$ cat config.mk
export PLATFORM = sky130hd
export DESIGN_NAME = intc_unit
export DESIGN_NICKNAME = d
export VERILOG_FILES = /design/src/rtl/intc_pkg.sv /design/src/rtl/intc_prio.sv /design/src/rtl/intc_bank.sv /design/src/rtl/intc_regdec.sv /design/src/rtl/intc_unit.sv
export SDC_FILE = /design/constraint.sdc
export NUM_CORES = 1
export LEC_CHECK = 0
export CORE_MARGIN = 8
export CORE_UTILIZATION = 30
export DETAILED_ROUTE_END_ITERATION = 6
export PLACE_DENSITY = 0.48
export SYNTH_ARGS = -nofsm -noshare
export SYNTH_HDL_FRONTEND = slang
export SYNTH_SLANG_ARGS = --single-unit
$ cat constraint.sdc
create_clock -name clk -period 2.3 [get_ports clk]
set_input_delay 0.575 -clock clk [delete_from_list [all_inputs] [get_ports clk]]
set_output_delay 0.575 -clock clk [all_outputs]
set_load 0.005 [all_outputs]
$ cat src/rtl/intc_pkg.sv
package intc_pkg;

    localparam int SRC_W       = 32;
    localparam int IDX_W       = 5;
    localparam int BANK_STRIDE = 40;   // 0x28 bytes per bank window

    localparam int OFF_PEND    = 0;    // 0x00
    localparam int OFF_EN      = 8;    // 0x08
    localparam int OFF_MASKED  = 16;   // 0x10
    localparam int OFF_VEC     = 24;   // 0x18

    localparam int VEC_VALID_BIT = 8;

    typedef enum logic [0:0] {
        BUS_IDLE = 1'b0,
        BUS_RESP = 1'b1
    } bus_st_e;

endpackage

$ cat src/rtl/intc_prio.sv
module intc_prio #(
    parameter int W  = 32,
    parameter int IW = 5
) (
    input  logic [W-1:0]  bits_i,
    output logic [IW-1:0] idx_o,
    output logic          valid_o
);

    // Scan upward; the last set bit seen is the highest one.
    always_comb begin
        idx_o = '0;
        for (int i = 0; i < W; i++) begin
            if (bits_i[i]) begin
                idx_o = IW'(i);
            end
        end
    end

    assign valid_o = |bits_i;

endmodule

$ cat src/rtl/intc_bank.sv
module intc_bank
    import intc_pkg::*;
(
    input  logic             clk,
    input  logic             rst_n,
    input  logic [SRC_W-1:0] src_i,
    input  logic [SRC_W-1:0] clr_i,
    input  logic             en_we_i,
    input  logic [SRC_W-1:0] en_wdata_i,
    output logic [SRC_W-1:0] pend_o,
    output logic [SRC_W-1:0] en_o,
    output logic [SRC_W-1:0] masked_o,
    output logic             req_o,
    output logic [IDX_W-1:0] idx_o,
    output logic             valid_o
);

    logic [SRC_W-1:0] pend_q;
    logic [SRC_W-1:0] en_q;

    // Pending: clear first, then set, so a live source wins.
    always_ff @(posedge clk or negedge rst_n) begin
        if (!rst_n) begin
            pend_q <= '0;
        end else begin
            pend_q <= (pend_q & ~clr_i) | src_i;
        end
    end

    always_ff @(posedge clk or negedge rst_n) begin
        if (!rst_n) begin
            en_q <= '0;
        end else if (en_we_i) begin
            en_q <= en_wdata_i;
        end
    end

    assign masked_o = pend_q & en_q;
    assign req_o    = |masked_o;
    assign pend_o   = pend_q;
    assign en_o     = en_q;

    intc_prio #(
        .W  (SRC_W),
        .IW (IDX_W)
    ) prio_i (
        .bits_i  (masked_o),
        .idx_o   (idx_o),
        .valid_o (valid_o)
    );

endmodule

$ cat src/rtl/intc_regdec.sv
module intc_regdec
    import intc_pkg::*;
#(
    parameter int NUM_BANKS = 5,
    parameter int ADDR_W    = 8
) (
    input  logic                                clk,
    input  logic                                rst_n,
    input  logic                                bus_sel,
    input  logic                                bus_wr,
    input  logic [ADDR_W-1:0]                   bus_addr,
    input  logic [31:0]                         bus_wdata,
    input  logic [NUM_BANKS-1:0][SRC_W-1:0]     pend_i,
    input  logic [NUM_BANKS-1:0][SRC_W-1:0]     en_i,
    input  logic [NUM_BANKS-1:0][SRC_W-1:0]     masked_i,
    input  logic [NUM_BANKS-1:0][SRC_W-1:0]     vec_i,
    output logic [NUM_BANKS-1:0][SRC_W-1:0]     clr_o,
    output logic [NUM_BANKS-1:0]                en_we_o,
    output logic [31:0]                         bus_rdata,
    output logic                                bus_rvalid
);

    localparam int BANK_W = (NUM_BANKS > 1) ? $clog2(NUM_BANKS) : 1;

    bus_st_e            state_q;
    bus_st_e            state_d;
    logic               hit;
    logic [BANK_W-1:0]  bank_sel;
    logic [ADDR_W-1:0]  off;
    logic [31:0]        rd_word;
    logic [31:0]        rdata_q;
    logic               rd_req;
    logic               wr_req;

    assign rd_req = bus_sel && !bus_wr;
    assign wr_req = bus_sel &&  bus_wr;

    // Window decode: which bank, and the offset inside it.
    always_comb begin
        hit      = 1'b0;
        bank_sel = '0;
        off      = '0;
        for (int b = 0; b < NUM_BANKS; b++) begin
            if (int'(bus_addr) >= b * BANK_STRIDE &&
                int'(bus_addr) < (b + 1) * BANK_STRIDE) begin
                hit      = 1'b1;
                bank_sel = BANK_W'(b);
                off      = bus_addr - ADDR_W'(b * BANK_STRIDE);
            end
        end
    end

    // Read mux; unlisted offsets fall through to zero.
    always_comb begin
        rd_word = '0;
        if (hit) begin
            if (off == ADDR_W'(OFF_PEND)) begin
                rd_word = pend_i[bank_sel];
            end else if (off == ADDR_W'(OFF_EN)) begin
                rd_word = en_i[bank_sel];
            end else if (off == ADDR_W'(OFF_MASKED)) begin
                rd_word = masked_i[bank_sel];
            end else if (off == ADDR_W'(OFF_VEC)) begin
                rd_word = vec_i[bank_sel];
            end
        end
    end

    // Write strobes per bank.
    always_comb begin
        for (int b = 0; b < NUM_BANKS; b++) begin
            clr_o[b]   = '0;
            en_we_o[b] = 1'b0;
            if (wr_req && hit && bank_sel == BANK_W'(b)) begin
                if (off == ADDR_W'(OFF_PEND)) begin
                    clr_o[b] = bus_wdata;
                end
                if (off == ADDR_W'(OFF_EN)) begin
                    en_we_o[b] = 1'b1;
                end
            end
        end
    end

    // State register.
    always_ff @(posedge clk or negedge rst_n) begin
        if (!rst_n) begin
            state_q <= BUS_IDLE;
        end else begin
            state_q <= state_d;
        end
    end

    // Next state.
    always_comb begin
        state_d = state_q;
        unique case (state_q)
            BUS_IDLE: if (rd_req) state_d = BUS_RESP;
            BUS_RESP: state_d = rd_req ? BUS_RESP : BUS_IDLE;
            default:  state_d = BUS_IDLE;
        endcase
    end

    // Outputs.
    always_ff @(posedge clk or negedge rst_n) begin
        if (!rst_n) begin
            rdata_q <= '0;
        end else begin
            rdata_q <= rd_req ? rd_word : '0;
        end
    end

    assign bus_rdata  = rdata_q;
    assign bus_rvalid = (state_q == BUS_RESP);

endmodule

$ cat src/rtl/intc_unit.sv
module intc_unit
    import intc_pkg::*;
#(
    parameter int NUM_BANKS = 5,
    parameter int ADDR_W    = 8
) (
    input  logic                       clk,
    input  logic                       rst_n,
    input  logic [NUM_BANKS*SRC_W-1:0] src_i,
    input  logic                       bus_sel,
    input  logic                       bus_wr,
    input  logic [ADDR_W-1:0]          bus_addr,
    input  logic [31:0]                bus_wdata,
    output logic [31:0]                bus_rdata,
    output logic                       bus_rvalid,
    output logic [NUM_BANKS-1:0]       cpu_req,
    output logic [NUM_BANKS*IDX_W-1:0] vec_idx,
    output logic [NUM_BANKS-1:0]       vec_valid
);

    logic [NUM_BANKS-1:0][SRC_W-1:0] pend_arr;
    logic [NUM_BANKS-1:0][SRC_W-1:0] en_arr;
    logic [NUM_BANKS-1:0][SRC_W-1:0] masked_arr;
    logic [NUM_BANKS-1:0][SRC_W-1:0] vec_arr;
    logic [NUM_BANKS-1:0][SRC_W-1:0] clr_arr;
    logic [NUM_BANKS-1:0]            en_we;
    logic [NUM_BANKS*SRC_W-1:0]      pend_flat;
    logic [NUM_BANKS*SRC_W-1:0]      masked_flat;

    for (genvar b = 0; b < NUM_BANKS; b++) begin : g_bank
        logic [IDX_W-1:0] idx;
        logic             vld;

        intc_bank bank_i (
            .clk        (clk),
            .rst_n      (rst_n),
            .src_i      (src_i[b*SRC_W +: SRC_W]),
            .clr_i      (clr_arr[b]),
            .en_we_i    (en_we[b]),
            .en_wdata_i (bus_wdata),
            .pend_o     (pend_arr[b]),
            .en_o       (en_arr[b]),
            .masked_o   (masked_arr[b]),
            .req_o      (cpu_req[b]),
            .idx_o      (idx),
            .valid_o    (vld)
        );

        assign vec_idx[b*IDX_W +: IDX_W] = idx;
        assign vec_valid[b]              = vld;
        assign vec_arr[b] = {{(SRC_W-VEC_VALID_BIT-1){1'b0}}, vld,
                             {(VEC_VALID_BIT-IDX_W){1'b0}}, idx};
        assign pend_flat[b*SRC_W +: SRC_W]   = pend_arr[b];
        assign masked_flat[b*SRC_W +: SRC_W] = masked_arr[b];
    end

    intc_regdec #(
        .NUM_BANKS (NUM_BANKS),
        .ADDR_W    (ADDR_W)
    ) dec_i (
        .clk        (clk),
        .rst_n      (rst_n),
        .bus_sel    (bus_sel),
        .bus_wr     (bus_wr),
        .bus_addr   (bus_addr),
        .bus_wdata  (bus_wdata),
        .pend_i     (pend_arr),
        .en_i       (en_arr),
        .masked_i   (masked_arr),
        .vec_i      (vec_arr),
        .clr_o      (clr_arr),
        .en_we_o    (en_we),
        .bus_rdata  (bus_rdata),
        .bus_rvalid (bus_rvalid)
    );

endmodule

# After elaboration in Yosys (flattened, before gate mapping)
# Cells that the tools add are included.
# W data, S select, Z words.
totals:
  out_inout_bits: 68
  elab_cells: 269
  register_bits: 353
  input_bits: 204
classes:
  n_bitwise: 20
  add_sub_neg: 4
  magnitude_cmp: 10
  eq_ne: 7
  n_reduce_logical: 20
  n_mux: 196
ops:
  columns: ["cell", "count"]
  rows:
  - ["$mux W5", 150]
  - ["$mux W32", 16]
  - ["$bmux W32 S3", 4]
  - ["$and A32 B32 Y32", 10]
  - ["$not A32 Y32", 5]
  - ["$or A32 B32 Y32", 5]
  - ["$reduce_or A32 Y1", 5]
  - ["$mux W8", 5]
  - ["$mux W1", 18]
  - ["$eq A8 B5 Y1 const B", 2]
  - ["$ge A8 B7 Y1 const B", 2]
  - ["$lt A8 B7 Y1 const B", 2]
  - ["$lt A8 B8 Y1 const B", 2]
  - ["$sub A8 B7 Y8 const B", 2]
  - ["$logic_and A1 B1 Y1", 12]
  - ["$mux W3", 3]
  - ["$eq A8 B4 Y1 const B", 1]
  - ["$ge A8 B6 Y1 const B", 1]
  - ["$ge A8 B8 Y1 const B", 1]
  - ["$logic_not A8 Y1", 1]
  - ["$lt A8 B6 Y1 const B", 1]
  - ["$sub A8 B6 Y8 const B", 1]
  - ["$sub A8 B8 Y8 const B", 1]
  - ["$eq A3 B2 Y1 const B", 2]
  - ["5 further kinds", 5]

# Longest topological paths before layout
logic_depth:
  depth_word: 40
  depth_mapped: 16
  depth_no_buf: 12

# Cells and area by module
# From an unflattened synthesis, not the netlist that was laid out.
unflattened:
  cells_unflattened: 2492
  hier_area_um2: 22547.9
modules_own_cells:
  columns: ["mod", "cells_per_inst", "instances", "seq_area_each_um2", "area_each_um2"]
  rows:
  - ["intc_bank", 209, 5, 1601.5, 2636.3]
  - ["intc_regdec", 1131, 1, 825.8, 7492.2]
  - ["intc_prio", 62, 5, 0.0, 366.6]
  - ["intc_unit", 6, 1, 0.0, 41.3]

# Worst setup path after synthesis
# OpenSTA, ideal clock, no wires.
synth_path:
  path_kind: "input -> register"
  startpoint: "input bus_addr[5]"
  endpoint: "register g_bank[1].bank_i.en_q[10]"
  cell_stages: 15
  path_buffers: 3
  arrival_ns: 3.481
  t_required_ns: 2.172
  setup_time_ns: 0.128
  slack_ns: -1.308
  cell_sequence: "clkbuf_1 inv_1 ha_1 and4b_1 a31oi_1 and2_1 buf_2 a31oi_1 a21oi_1 nand3_2 nor3_2 nand4_2 nor2_2 buf_4 mux2_1"
synth_via:
  elab_chain_cells: 9
  elab_cells_between_ends: 37
  cone_classes: "4 x add/sub; 9 x order compare; 2 x eq/ne; 16 x mux; 6 x reduce/logical"
synth_lines:
  columns: ["item", "line_no", "rtl"]
  rows:
  - ["start, declared", "intc_unit.sv:12", "input logic [ADDR_W-1:0] bus_addr,"]
  - ["$lt A8 B6 Y1 (tied with other cells)", "intc_regdec.sv:45", "int'(bus_addr) < (b + 1) * BANK_STRIDE) begin"]
  - ["$mux W8 (tied with other cells)", "intc_regdec.sv:44", "if (int'(bus_addr) >= b * BANK_STRIDE &&"]
  - ["$mux W8 / $mux W1 (equally long branches)", "intc_regdec.sv:44", null]
  - ["$mux W8 (tied with other cells) (3 in series)", "intc_regdec.sv:44", null]
  - ["$eq A8 B4 Y1 (tied with other cells)", "intc_regdec.sv:78", "if (off == ADDR_W'(OFF_EN)) begin"]
  - ["$mux W1 / $logic_and A1 B1 Y1 (equally long branches)", "intc_regdec.sv:78, intc_regdec.sv:74", null]
  - ["$mux W1 *", "intc_regdec.sv:74", "if (wr_req && hit && bank_sel == BANK_W'(b)) begin"]
  - ["end signal, assigned", "intc_bank.sv:34", "en_q <= en_wdata_i;"]
  - ["end, declared", "intc_bank.sv:19", "logic [SRC_W-1:0] en_q;"]
# Every way passes the cells marked *; elsewhere a longest branch is shown, timed or not.
# A chain may end at the register's enable or synchronous reset.

# Final worst setup path
layout_path:
  startpoint: "register g_bank[3].bank_i.pend_q[5]"
  endpoint: "output vec_idx[15]"
layout_via:
  elab_chain_cells: 28
layout_lines:
  columns: ["item", "line_no", "rtl"]
  rows:
  - ["start, declared", "intc_bank.sv:18", "logic [SRC_W-1:0] pend_q;"]
  - ["start signal, assigned", "intc_bank.sv:26", "pend_q <= (pend_q & ~clr_i) | src_i;"]
  - ["$and A32 B32 Y32", "intc_bank.sv:38", "assign masked_o = pend_q & en_q;"]
  - ["$mux W5 (27 in series)", "intc_prio.sv:14", "if (bits_i[i]) begin"]
  - ["end, declared", "intc_unit.sv:17", "output logic [NUM_BANKS*IDX_W-1:0] vec_idx,"]
# No other way between the ends.

==> results.cfg <==
[sta]
relSlewSlack = 0.415
fmax_mhz = 304
maxSlewViolCount = 0
fin_crit_sh = 1.43
period_minus_slack_ps = 3290
hold_viol = 0
finalSetupViolCount = 387
worstMarginPinSlew_ps = 870
rsz0062_at_grt = yes
tns_ps = -282810
clock_skew_ps = 37.6
setup_slack_ps = -990

[clocking]
clock_path_buffers = 3
cts_sinks = 353
clkTransAtPathRegs_ps = 60
cts_tree = done
cts_inserted_buffers = 44
cts.root.buffer_cell = clkbuf_16
clk_latency_ps = 620
cts-htree-levels = 2

[detailed_routing]
ant_nets = 0
firstDrtPassIters = 6
top_layer_used = met4
routed-wl-met2_mm = 53.7
wl_per_cell_um = 29.4
wirelength_mm = 119
wl_met3_mm = 9.76
drt_iter0_markers = 2099
wl_met1_mm = 49.7
vias = 22600
route.detailed.drc = 0
avgViaCountPerCell = 5.60

[worst_hold_path]
worstHoldEndpoint = g_bank[2].bank_i.pend_o[1]
min-delay-start = src_i[65]
min_path_cells = 2
hp-class = in -> reg

[global_routing]
track_usage = 0.302
grt_pass1_wl_mm = 164
first_global_vias = 23100
grt-ovfl-total = 0
grt_max_degree = 59
antenna_found_initial = 3

[worst_setup_path]
crit_family = compound AO/OA/AOI/OAI gates
r2r_end = dec_i.bus_rdata[0]
ff2ff_setup_slack_ps = -710
cp.arrival_ps = 2710
crit_buf_inv = 3
cpMostUsedCell = buf_6
reg2reg_from = g_bank[3].bank_i.pend_o[3]
path_class = reg -> out
critical_path.cell_chain = nand2_2, a32o_2, o2111ai_4, a21oi_4, a2111oi_4, buf_4, a2bb2oi_2, buf_6, buf_6
end_kind = primary output
crit_slowest_cell = dfrtp_1
required_ps = 1730
critPathMaxStageDelay_ps = 420
rr_worst_depth = 12
cp_max_fo = 3
startpoint_type = flop

[run_status]
outcome = complete, but fails checks
violations = setup timing

[logic_synthesis]
synth_edf_count = 0
syn_area_um2 = 19300
synth_seq_cells = 353
synth_top_area_cell = dfrtp_1
yosysSeqAreaShare = 0.457
syn_avg_cell_area_um2 = 9.69
ys.flop_type = dfrtp_1
yosys-top-cells-area = dfrtp_1, nand2_1, mux2_1
synthesis.instances = 1994
synth_top_area_frac = 0.457
yosys_warnings = 0
async_flop_share = 1.00
syn-num-nets = 2209
yosysUniqueCellTypes = 78

[flow_run]
cap_violations = 0

[floorplanning]
fp.dieW_um = 270
die_area_um2 = 72800
core_um2 = 64100
rows = 93
die_h_um = 270
io_pins = 272
initial_utilization = 0.301

[cells_and_area]
final_common_cell = buf_4
fin_util = 0.576
multi_input_area_um2 = 13400
drive_gt1_frac = 0.564
most-common-layout-cells = buf_4, dfrtp_1, clkdlybuf4s50_1
syn_to_final_growth_pct = 91.0
fill_cells = 5471
layout.nets = 3372
seq_area_um2 = 8840

[place]
place_congestion = 0.956
hpwlAfterDp_mm = 83.0
port_buffers = 271

[power]
leakage_uw = 0.0159
peakVddDrop_mv = 0.546
power_density_nw_per_um2 = 605
p_total_uw = 22300
[final cells by class]
| cell class | instances | share of cell area |
|---|---|---|
| Sequential cell | 353 | 0.239 |
| Antenna cell | 2 | 0.000136 |
| Timing Repair Buffer | 1260 | 0.328 |
| Tap cell | 855 | 0.0290 |
| Multi-Input combinational cell | 1492 | 0.362 |
| Inverter | 6 | 0.000610 |
| Clock buffer | 58 | 0.0343 |
| Clock inverter | 16 | 0.00688 |
[through the flow]
stage                     cell area (µm²)  hold WS (ps)  instances  worst slack [ps]
after global placement              29200           510       3735             -2340
after global routing                36900           521       4041             -1070
after detailed placement            29200           521       3735             -2260
after CTS                           34500           515       3978              -961
final                               36900           525       4042              -990
after floorplan                     20000           279       1994             -1040
[per-layer routing]
metal | vias up | global-route usage
met4 | 0 | 0.105
met3 | 257 | 0.0649
li1 | 9784 | -
met1 | 11400 | 0.400
met5 | - | 0
met2 | 1156 | 0.485
[worst reg2reg max path, delay by kind of cell (launching register included)]
kind                   cells  cell delay (ps)
AND/OR/NAND/NOR            1               80
AO/OA/AOI/OAI              9             2110
flip-flops                 1              420
buffers and inverters      2              290
[how the worst max path moves through the flow]
stage                                     start                         to  slack (ps)  cells after the start
floorplan                           bus_addr[7]  g_bank[1].bank_i.en_o[10]       -1040                     12
global placement                    bus_addr[4]        dec_i.bus_rdata[13]       -2340                     15
detailed placement                  bus_addr[4]        dec_i.bus_rdata[13]       -2260                     17
CTS                  g_bank[0].bank_i.pend_o[5]                 vec_idx[0]        -960                     10
global route        g_bank[3].bank_i.pend_o[14]                vec_idx[15]       -1070                      9
finish               g_bank[3].bank_i.pend_o[5]                vec_idx[15]        -990                      9
[cell usage after synthesis, drive strengths merged, types with 6 or more instances]
cell     count
a2111oi      6
a22oi       47
nor2        58
dfrtp      353
a32oi        7
a32o        13
o31ai        9
nor2b        6
nand4       14
nand2      417
a211oi      14
o211ai      13
o21ai       67
or4          7
nor3        29
buf         65
a21oi       79
a31oi       19
a221oi       8
a21o       166
o22a        17
inv          6
and3         9
o22ai      121
and2        12
a221o       18
clkbuf      78
o221ai      30
a22o        18
mux2       160
nand3       50
ha          11
[kinds of logic (layout without fill, tap and decap cells)]
family,Yosys count,after routing,share of synthesized area
AOI/OAI and AO/OA,694,694,0.255
and+or+nand+nor,624,624,0.141
DFF,353,353,0.457
muxes,162,162,0.100
buffers and inverters,149,1340,0.0388
adders and majority gates,11,11,0.00712
xor gates and xnor gates,1,1,0.000453
other,0,2,0
[what timing repair did]
item,in CTS,in global routing
endpoints found under the setup margin,387,387
pin swaps,242,332
resized for setup,623,503
hold endpoints to repair,1,0
cloned,18,12
buffers inserted,165,95
hold buffers,1,0
[power by group]
group / internal [µW] / switching, µW
Combinational: 4170 / 4170
Sequential: 6360 / 108
Clock: 4530 / 3020
[flip-flops by register name, summed over array words and instances (netlist names)]
register              cells
dec_i.bus_rvalid          1
g_bank.bank_i.pend_o    160
dec_i.bus_rdata          32
g_bank.bank_i.en_o      160
(Power assumes the default switching activity.)
